### src/rtl/rxdf_pkg.sv
package rxdf_pkg;
  localparam int OCT_W  = 8;
  localparam int TAIL_W = 4;
  localparam int SMP_W  = 2 * OCT_W - TAIL_W;
  localparam int TAP_A  = 14;
  localparam int TAP_B  = 15;
  localparam int HIST_W = TAP_B;

  typedef struct packed {
    logic [HIST_W-1:0] hist;
    logic [OCT_W-1:0]  data;
  } dscr_res_t;

  // Bit-serial inverse of the 1 + x^14 + x^15 scrambler, MSB first.
  function automatic dscr_res_t dscr_octet(logic [HIST_W-1:0] h_in,
                                           logic [OCT_W-1:0] rx);
    dscr_res_t r;
    logic [HIST_W-1:0] h;
    r = '0;
    h = h_in;
    for (int i = OCT_W - 1; i >= 0; i--) begin
      r.data[i] = rx[i] ^ h[TAP_A-1] ^ h[TAP_B-1];
      h = {h[HIST_W-2:0], rx[i]};
    end
    r.hist = h;
    return r;
  endfunction

  function automatic logic is_comma(logic ctrl, logic [OCT_W-1:0] o,
                                    logic [OCT_W-1:0] ka, logic [OCT_W-1:0] kb);
    return ctrl && ((o == ka) || (o == kb));
  endfunction

  function automatic logic [SMP_W-1:0] unpack_sample(logic [OCT_W-1:0] hi,
                                                     logic [OCT_W-1:0] lo);
    return {hi, lo[OCT_W-1:TAIL_W]};
  endfunction
endpackage

### src/rtl/rxdf_descrambler.sv
module rxdf_descrambler
  import rxdf_pkg::*;
(
  input  logic             clk,
  input  logic             rst_n,
  input  logic             step,
  input  logic             en,
  input  logic [OCT_W-1:0] rx_octet,
  output logic [OCT_W-1:0] out_octet
);
  logic [HIST_W-1:0] hist_q;
  dscr_res_t         res;

  always_comb res = dscr_octet(hist_q, rx_octet);

  assign out_octet = en ? res.data : rx_octet;

  // History always follows the received stream, in both modes.
  always_ff @(posedge clk) begin
    if (!rst_n)    hist_q <= '0;
    else if (step) hist_q <= res.hist;
  end
endmodule

### src/rtl/rxdf_frame_tracker.sv
module rxdf_frame_tracker
  import rxdf_pkg::*;
(
  input  logic             clk,
  input  logic             rst_n,
  input  logic             comma_evt,
  input  logic             data_evt,
  input  logic [OCT_W-1:0] octet,
  output logic             emit,
  output logic             lost_evt,
  output logic [OCT_W-1:0] hi_octet
);
  logic aligned_q;
  logic phase_q;

  assign emit     = data_evt  & aligned_q & phase_q;
  assign lost_evt = comma_evt & aligned_q & phase_q;

  always_ff @(posedge clk) begin
    if (!rst_n) begin
      aligned_q <= 1'b0;
      phase_q   <= 1'b0;
      hi_octet  <= '0;
    end else if (comma_evt) begin
      aligned_q <= 1'b1;
      phase_q   <= 1'b0;
    end else if (data_evt && aligned_q) begin
      phase_q <= ~phase_q;
      if (!phase_q) hi_octet <= octet;
    end
  end
endmodule

### src/rtl/rx_deframer.sv
module rx_deframer
  import rxdf_pkg::*;
#(
  parameter logic [OCT_W-1:0] COMMA_P = 8'hBC,
  parameter logic [OCT_W-1:0] COMMA_Q = 8'hFC
) (
  input  logic             clk,
  input  logic             rst_n,
  input  logic             in_valid,
  input  logic             in_ctrl,
  input  logic [OCT_W-1:0] in_octet,
  input  logic             cfg_descr_en,
  input  logic             cfg_oor_en,
  output logic [SMP_W-1:0] smp_data,
  output logic             smp_oor,
  output logic             smp_valid,
  output logic             align_lost
);
  logic             comma_evt;
  logic             data_evt;
  logic             emit;
  logic             lost_evt;
  logic [OCT_W-1:0] plain_octet;
  logic [OCT_W-1:0] hi_octet;

  assign comma_evt = in_valid & is_comma(in_ctrl, in_octet, COMMA_P, COMMA_Q);
  assign data_evt  = in_valid & ~in_ctrl;

  rxdf_descrambler u_dscr (
    .clk       (clk),
    .rst_n     (rst_n),
    .step      (data_evt),
    .en        (cfg_descr_en),
    .rx_octet  (in_octet),
    .out_octet (plain_octet)
  );

  rxdf_frame_tracker u_frm (
    .clk       (clk),
    .rst_n     (rst_n),
    .comma_evt (comma_evt),
    .data_evt  (data_evt),
    .octet     (plain_octet),
    .emit      (emit),
    .lost_evt  (lost_evt),
    .hi_octet  (hi_octet)
  );

  always_ff @(posedge clk) begin
    if (!rst_n) begin
      smp_data   <= '0;
      smp_oor    <= 1'b0;
      smp_valid  <= 1'b0;
      align_lost <= 1'b0;
    end else begin
      smp_valid  <= emit;
      align_lost <= lost_evt;
      if (emit) begin
        smp_data <= unpack_sample(hi_octet, plain_octet);
        smp_oor  <= cfg_oor_en & plain_octet[TAIL_W-1];
      end
    end
  end
endmodule

### config.mk
export PLATFORM = sky130hd
export DESIGN_NAME = rx_deframer
export DESIGN_NICKNAME = d
export VERILOG_FILES = /design/src/rtl/rxdf_pkg.sv /design/src/rtl/rxdf_descrambler.sv /design/src/rtl/rxdf_frame_tracker.sv /design/src/rtl/rx_deframer.sv
export SDC_FILE = /design/constraint.sdc
export NUM_CORES = 1
export LEC_CHECK = 0
export BUFFER_PORTS_ARGS = -buffer_cell sky130_fd_sc_hd__buf_4
export CORE_MARGIN = 8
export CORE_UTILIZATION = 54
export DETAILED_ROUTE_END_ITERATION = 10
export GPL_TIMING_DRIVEN = 0
export PLACE_DENSITY = 0.77
export RECOVER_POWER = 25
export SLEW_MARGIN = 20
export SYNTH_ARGS = -nofsm -noshare
export SYNTH_HDL_FRONTEND = slang
export SYNTH_SLANG_ARGS = --single-unit
### constraint.sdc
create_clock -name clk -period 1.5 [get_ports clk]
set_input_delay 0.075 -clock clk [delete_from_list [all_inputs] [get_ports clk]]
set_output_delay 0.075 -clock clk [all_outputs]
set_load 0.005 [all_outputs]
==> flow_metrics.tcl, run 1 <==
set metrics [dict create \
    preCtsSetupSlack_ps 66.2 \
    dp_hpwl_um 3100 \
    async_flop_share_pct 0 \
    ctsLongestPathBuffers 2 \
    clock-root-buffer "clkbuf_4" \
    diodes 0 \
    rsz0062_at_grt "no" \
    cts_made_buffers 5 \
    final_util_pct 68.8 \
    finalHoldViolCount 0 \
    yosysUniqueCellTypes 33 \
    track_usage_pct 15.6 \
    drt_wl_total_um 4050 \
    drv_slew 0 \
    final_antenna_net_count 0 \
    drc_errors 0 \
    die_y_um 72.5 \
    path_buf_inv 2 \
    syn_avg_cell_area_um2 9.17 \
    power_density_nw_per_um2 916 \
    htreeDepth 2 \
    power_uw 1920 \
    grt_pass1_wl_um 6580 \
    critical_path.top_delay_family "flip-flops" \
    final_nets 241 \
    grt_overflow_total 0 \
    fin_hold_ws_ps 13.9 \
    yosysMostFrequentCell "dfxtp_1" \
    p_leak_uw 0.000875 \
    core_um2 3050 \
    ys.flop_type "dfxtp_1" \
    start_util_pct 56.5 \
    status "complete, no violations" \
    syn_nets 202 \
    fillers 276 \
    ys_seq_area_share_pct 46.4 \
    cts_resized 0 \
    yosysTopAreaCellShare_pct 46.4 \
    die_area_um2 5260 \
    rows 20 \
    setup.worst_path.start_class "register" \
    num_vias 1530 \
    crit_slowest_cell "dfxtp_1" \
    setup_ws_ps 45.2 \
    synthAdderAreaFrac_pct 0 \
    vdd_drop_max_mv 0.654 \
    cpPeakStageDelay_ps 420 \
    regArea_um2 801 \
    multi_input_area_um2 846 \
    r2r_start "u_frm.aligned_q" \
    end_kind "register" \
    drtIter0Drc 77 \
    syn-cell-area_um2 1720 \
    area_growth_pct 21.8 \
    muxShareOfSynthArea_pct 0 \
    setup_viol 0 \
    crit_type "reg -> reg" \
    clk_pin_slew_ps 110 \
    wl_per_cell_um 14.9 \
    min_period_over_period_pct 97.0 \
    max_slew.worst_pin.slew_ps 491 \
    worstPathArrival_ps 1690 \
    hp-start "in_octet[5]" \
    dr.pass1.iters 4 \
    worstPathRequired_ps 1740 \
    clock_skew_ps 10.0 \
    hp-class "in -> reg" \
    synth.ff_latch_count 40 \
    grt_max_degree 14 \
    synth_compound_area_share_pct 18.7 \
    setup_tns_ps 0 \
    place_congestion 0.859 \
    slew_headroom_pct 67.0 \
    layout-drive-gt1-share_pct 19.3 \
    drt-vias-per-instance 5.63 \
    grt_pass1_vias 1504 \
    finalCriticalPeriod_ps 1450 \
    synth_top_cells_by_count "dfxtp_1 (40), nand2_1 (36), a21oi_1 (15), and4_1 (13)" \
    clk_latency_ps 350 \
    synth_top_family_by_area "simple AND/OR/NAND/NOR gates" \
    syn_inst 188 \
    cap_viol_max_count 0 \
    antenna_found_initial 0 \
    startpoint "u_frm.aligned_q" \
    max_freq_mhz 687 \
    cts_sinks 40 \
    cts_tree "done" \
    io_buffers 28 \
    num_io_pins 29 \
    synth_area_leader_cell "dfxtp_1" \
    die_x_um 72.5 \
    synth_xor_area_share_pct 4.06 \
    synth_simple_gate_area_share_pct 26.3 \
    synth_edf_count 0 \
    path_cells "and4b_1 > buf_6 > nor2_4 > buf_8 > a221o_1" \
    worstPathMaxFanout 10 \
    yosysWarnings 0 \
    synth_area_leaders "dfxtp_1 (46%), nand2_1 (7.8%), and4_1 (6.6%), a21oi_1 (4.4%), a22o_1 (4.1%)" \
]
flip-flops by register name (all words and copies together), names as in the netlist:
register         flops
align_lost           1
u_frm.phase_q        1
smp_valid            1
u_frm.hi_octet       8
smp_data            12
smp_oor              1
u_frm.aligned_q      1
u_dscr.hist_q       15
cell usage in the layout, fill, tap and decap left out, types with 7 or more instances in the layout:
cell type	count
dfxtp_1	40
nand2_1	36
buf_4	26
a21oi_1	15
and4_1	13
o21ai_0	9
a211oi_1	9
a22o_1	8
xor2_1	8
nor3_1	8
clkbuf_1	7
repair_timing:
| action | 4_1_cts | 5_1_grt |
|---|---|---|
| hold buffers | 4 | 0 |
| hold endpoints to repair | 4 | 0 |
| setup buffers | 0 | 0 |
kinds of logic (layout without fill, tap and decap cells):
family,count (synthesis),count (layout)
simple gates,78,78
compound gates,48,48
buf+inv,14,54
flops,40,40
xor+xnor,8,8
power breakdown:
group	switching [uW]	internal, uW
clock network	344	347
logic	88.6	58.6
registers	10.0	1070
path summary, 6_finish.rpt:
check | depth (start not counted) | end | slack (ps)
worst max-delay path | 5 | smp_data[3] | 50
worst min-delay path | 3 | u_dscr.hist_q[5] | 10
worst max register to register | 5 | smp_data[3] | 50
worst min register to register | 2 | u_dscr.hist_q[5] | 470
area by class of cell:
class | count | share of cell area, %
Timing Repair Buffer | 32 | 11.6
Buffer | 12 | 3.28
Tap cell | 44 | 2.62
Sequential cell | 40 | 38.1
Clock inverter | 3 | 2.03
Inverter | 2 | 0.357
Clock buffer | 5 | 1.79
Multi-Input combinational cell | 134 | 40.3
worst register-to-register path: stages (launching register included):
cell,delay (ps)
dfxtp_1,420
and4b_1,250
buf_6,140
nor2_4,50
buf_8,150
a221o_1,340
layer usage:
metal / track usage, % / wire [um] / part of all wire (%)
met5: 0 / 0 / 0
met4: 5.78 / 24 / 0.59
met3: 5.23 / 210 / 5.2
met2: 28.0 / 2050 / 51
met1: 16.4 / 1760 / 44
through the flow:
step                      area (um2)  std cells
after floorplan                 1720        188
after global placement          1990        260
after detailed placement        1990        260
after CTS                       2110        272
after global routing            2100        272
final                           2100        272
(Power assumes the default switching activity.)
==> inputs of run 2 (changes only) <==
- CORE_ASPECT_RATIO: not set -> 2
==> flow_metrics.tcl, run 2 (synthesis results as in run 1) <==
set metrics [dict create \
    hold_buffers 0 \
    rsz0062_at_grt "no" \
    hp-class "in -> reg" \
    postCtsSetupBuffers 0 \
    drc_errors 0 \
    final_nets 237 \
    crit_end "smp_data[3]" \
    r2r_start "u_frm.aligned_q" \
    crit_type "reg -> reg" \
    worstPathMaxFanout 10 \
    hp-start "in_octet[4]" \
    slew_headroom_pct 69.3 \
    timing.rr.end "smp_data[3]" \
    grt_pass1_vias 1557 \
    min_period_over_period_pct 94.8 \
    hold-path-cell-count 3 \
    finalCriticalPeriod_ps 1420 \
    fillers 275 \
    wl_per_cell_um 16.1 \
    p_leak_uw 0.000862 \
    clock_skew_ps 6.86 \
    largest_reg_flops 15 \
    io_buffers 28 \
    regArea_um2 801 \
    drt-vias-per-instance 5.92 \
    start_util_pct 55.3 \
    core_um2 3120 \
    dr.pass1.iters 4 \
    finalHoldViolCount 0 \
    end_kind "register" \
    final_common_cell "dfxtp_1" \
    setup_viol 0 \
    vdd_drop_max_mv 0.782 \
    clk_latency_ps 300 \
    setup_tns_ps 0 \
    antenna_found_initial 0 \
    num_vias 1509 \
    multi_input_area_um2 846 \
    die_area_um2 5370 \
    regMostFlops "u_dscr.hist_q" \
    max_freq_mhz 703 \
    cts_resized 0 \
    r2r_cells 5 \
    htreeDepth 2 \
    drtIter0Drc 46 \
    place_congestion 0.831 \
    cts_made_buffers 5 \
    setup.worst_path.start_class "register" \
    final_area_um2 2070 \
    grt_use_met3_pct 5.42 \
    cap_viol_max_count 0 \
    max_slew.worst_pin.slew_ps 456 \
    worstPathArrival_ps 1610 \
    ctsLongestPathBuffers 2 \
    drt_wl_total_um 4110 \
    power_density_nw_per_um2 955 \
    use_met2_pct 31.3 \
    layout-drive-gt1-share_pct 20.1 \
    gr-usage-met1_pct 14.0 \
    place_area_um2 1970 \
    dp_hpwl_um 3260 \
    track_usage_pct 16.0 \
    grt_pass1_wl_um 7000 \
    cts_sinks 40 \
    drv_slew 0 \
    startpoint "u_frm.aligned_q" \
    die_x_um 56.0 \
    layout_common_cells "dfxtp_1 (40), nand2_1 (36), buf_4 (24)" \
    cts_tree "done" \
    grt_overflow_total 0 \
    area_growth_pct 19.8 \
    clk_pin_slew_ps 80 \
    diodes 0 \
    r2r_setup_slack_ps 80 \
    final_antenna_net_count 0 \
    grt_max_degree 14 \
    status "complete, no violations" \
    top_regs "u_dscr.hist_q x15, smp_data x12, u_frm.hi_octet x8" \
    clock-root-buffer "clkbuf_8" \
    num_io_pins 29 \
    die_y_um 95.9 \
    busiest_layer "met2" \
    rows 29 \
    worstPathRequired_ps 1690 \
]
## run 2: cell count changes in the layout (fill, tap and decap cells not counted), sizes merged
cell	change
dlygate4sd3	-4
clkbuf	+3
buf	-2
bufinv	-1
clkinv	-1
clkinvlp	+1
## run 2: area by class of cell
cell class	instances	area share, %
plain buffers	12	3.33
well taps	31	1.88
inverters	2	0.363
multi-input cells	134	40.9
clock buffers	6	4.00
clock inverters	2	0.727
flip-flops and latches	40	38.8
repair buffers	28	9.99
## run 2: critical path, cell delays in order, from the launching register on
cell and delay (ps):
dfxtp_1 410, and4b_1 240, buf_6 140, nor2_4 50, buf_8 140, a221o_1 330
## run 2: worst min-delay path by stage
stage / end / slack (ps)
floorplan: u_dscr.hist_q[0] / 210
global placement: u_dscr.hist_q[6] / 360
detailed placement: u_dscr.hist_q[6] / 370
CTS: u_dscr.hist_q[6] / 50
global route: u_dscr.hist_q[6] / 50
finish: u_dscr.hist_q[4] / 60
## run 2: metrics by stage
step | hold slack, ps | setup slack (ps) | total power, uW | utilization, % | cells
final | 55.7 | 77.9 | 1970 | 66.2 | 255
after global routing | 55.0 | 4.58 | 2050 | 66.2 | 255
after CTS | 47.6 | 89.9 | 1990 | 66.4 | 255
after detailed placement | 372 | 95.9 | 1250 | 63.2 | 247
after global placement | 359 | 134 | 1240 | 63.2 | 247
after floorplan | 211 | 199 | 1180 | - | 188
## run 2: power breakdown
part	leakage, uW	switching (uW)	internal (uW)
sequential	0.000323	10.6	1070
clock	0.0000434	376	372
combinational	0.000496	86.2	53.1
total	0.000862	473	1500
## run 2: per-layer routing
layer  routed length [um]  vias up
met5                    0        -
met4                   86        0
met3                  186        8
met2                 2320       34
met1                 1510      708
li1                     -      759
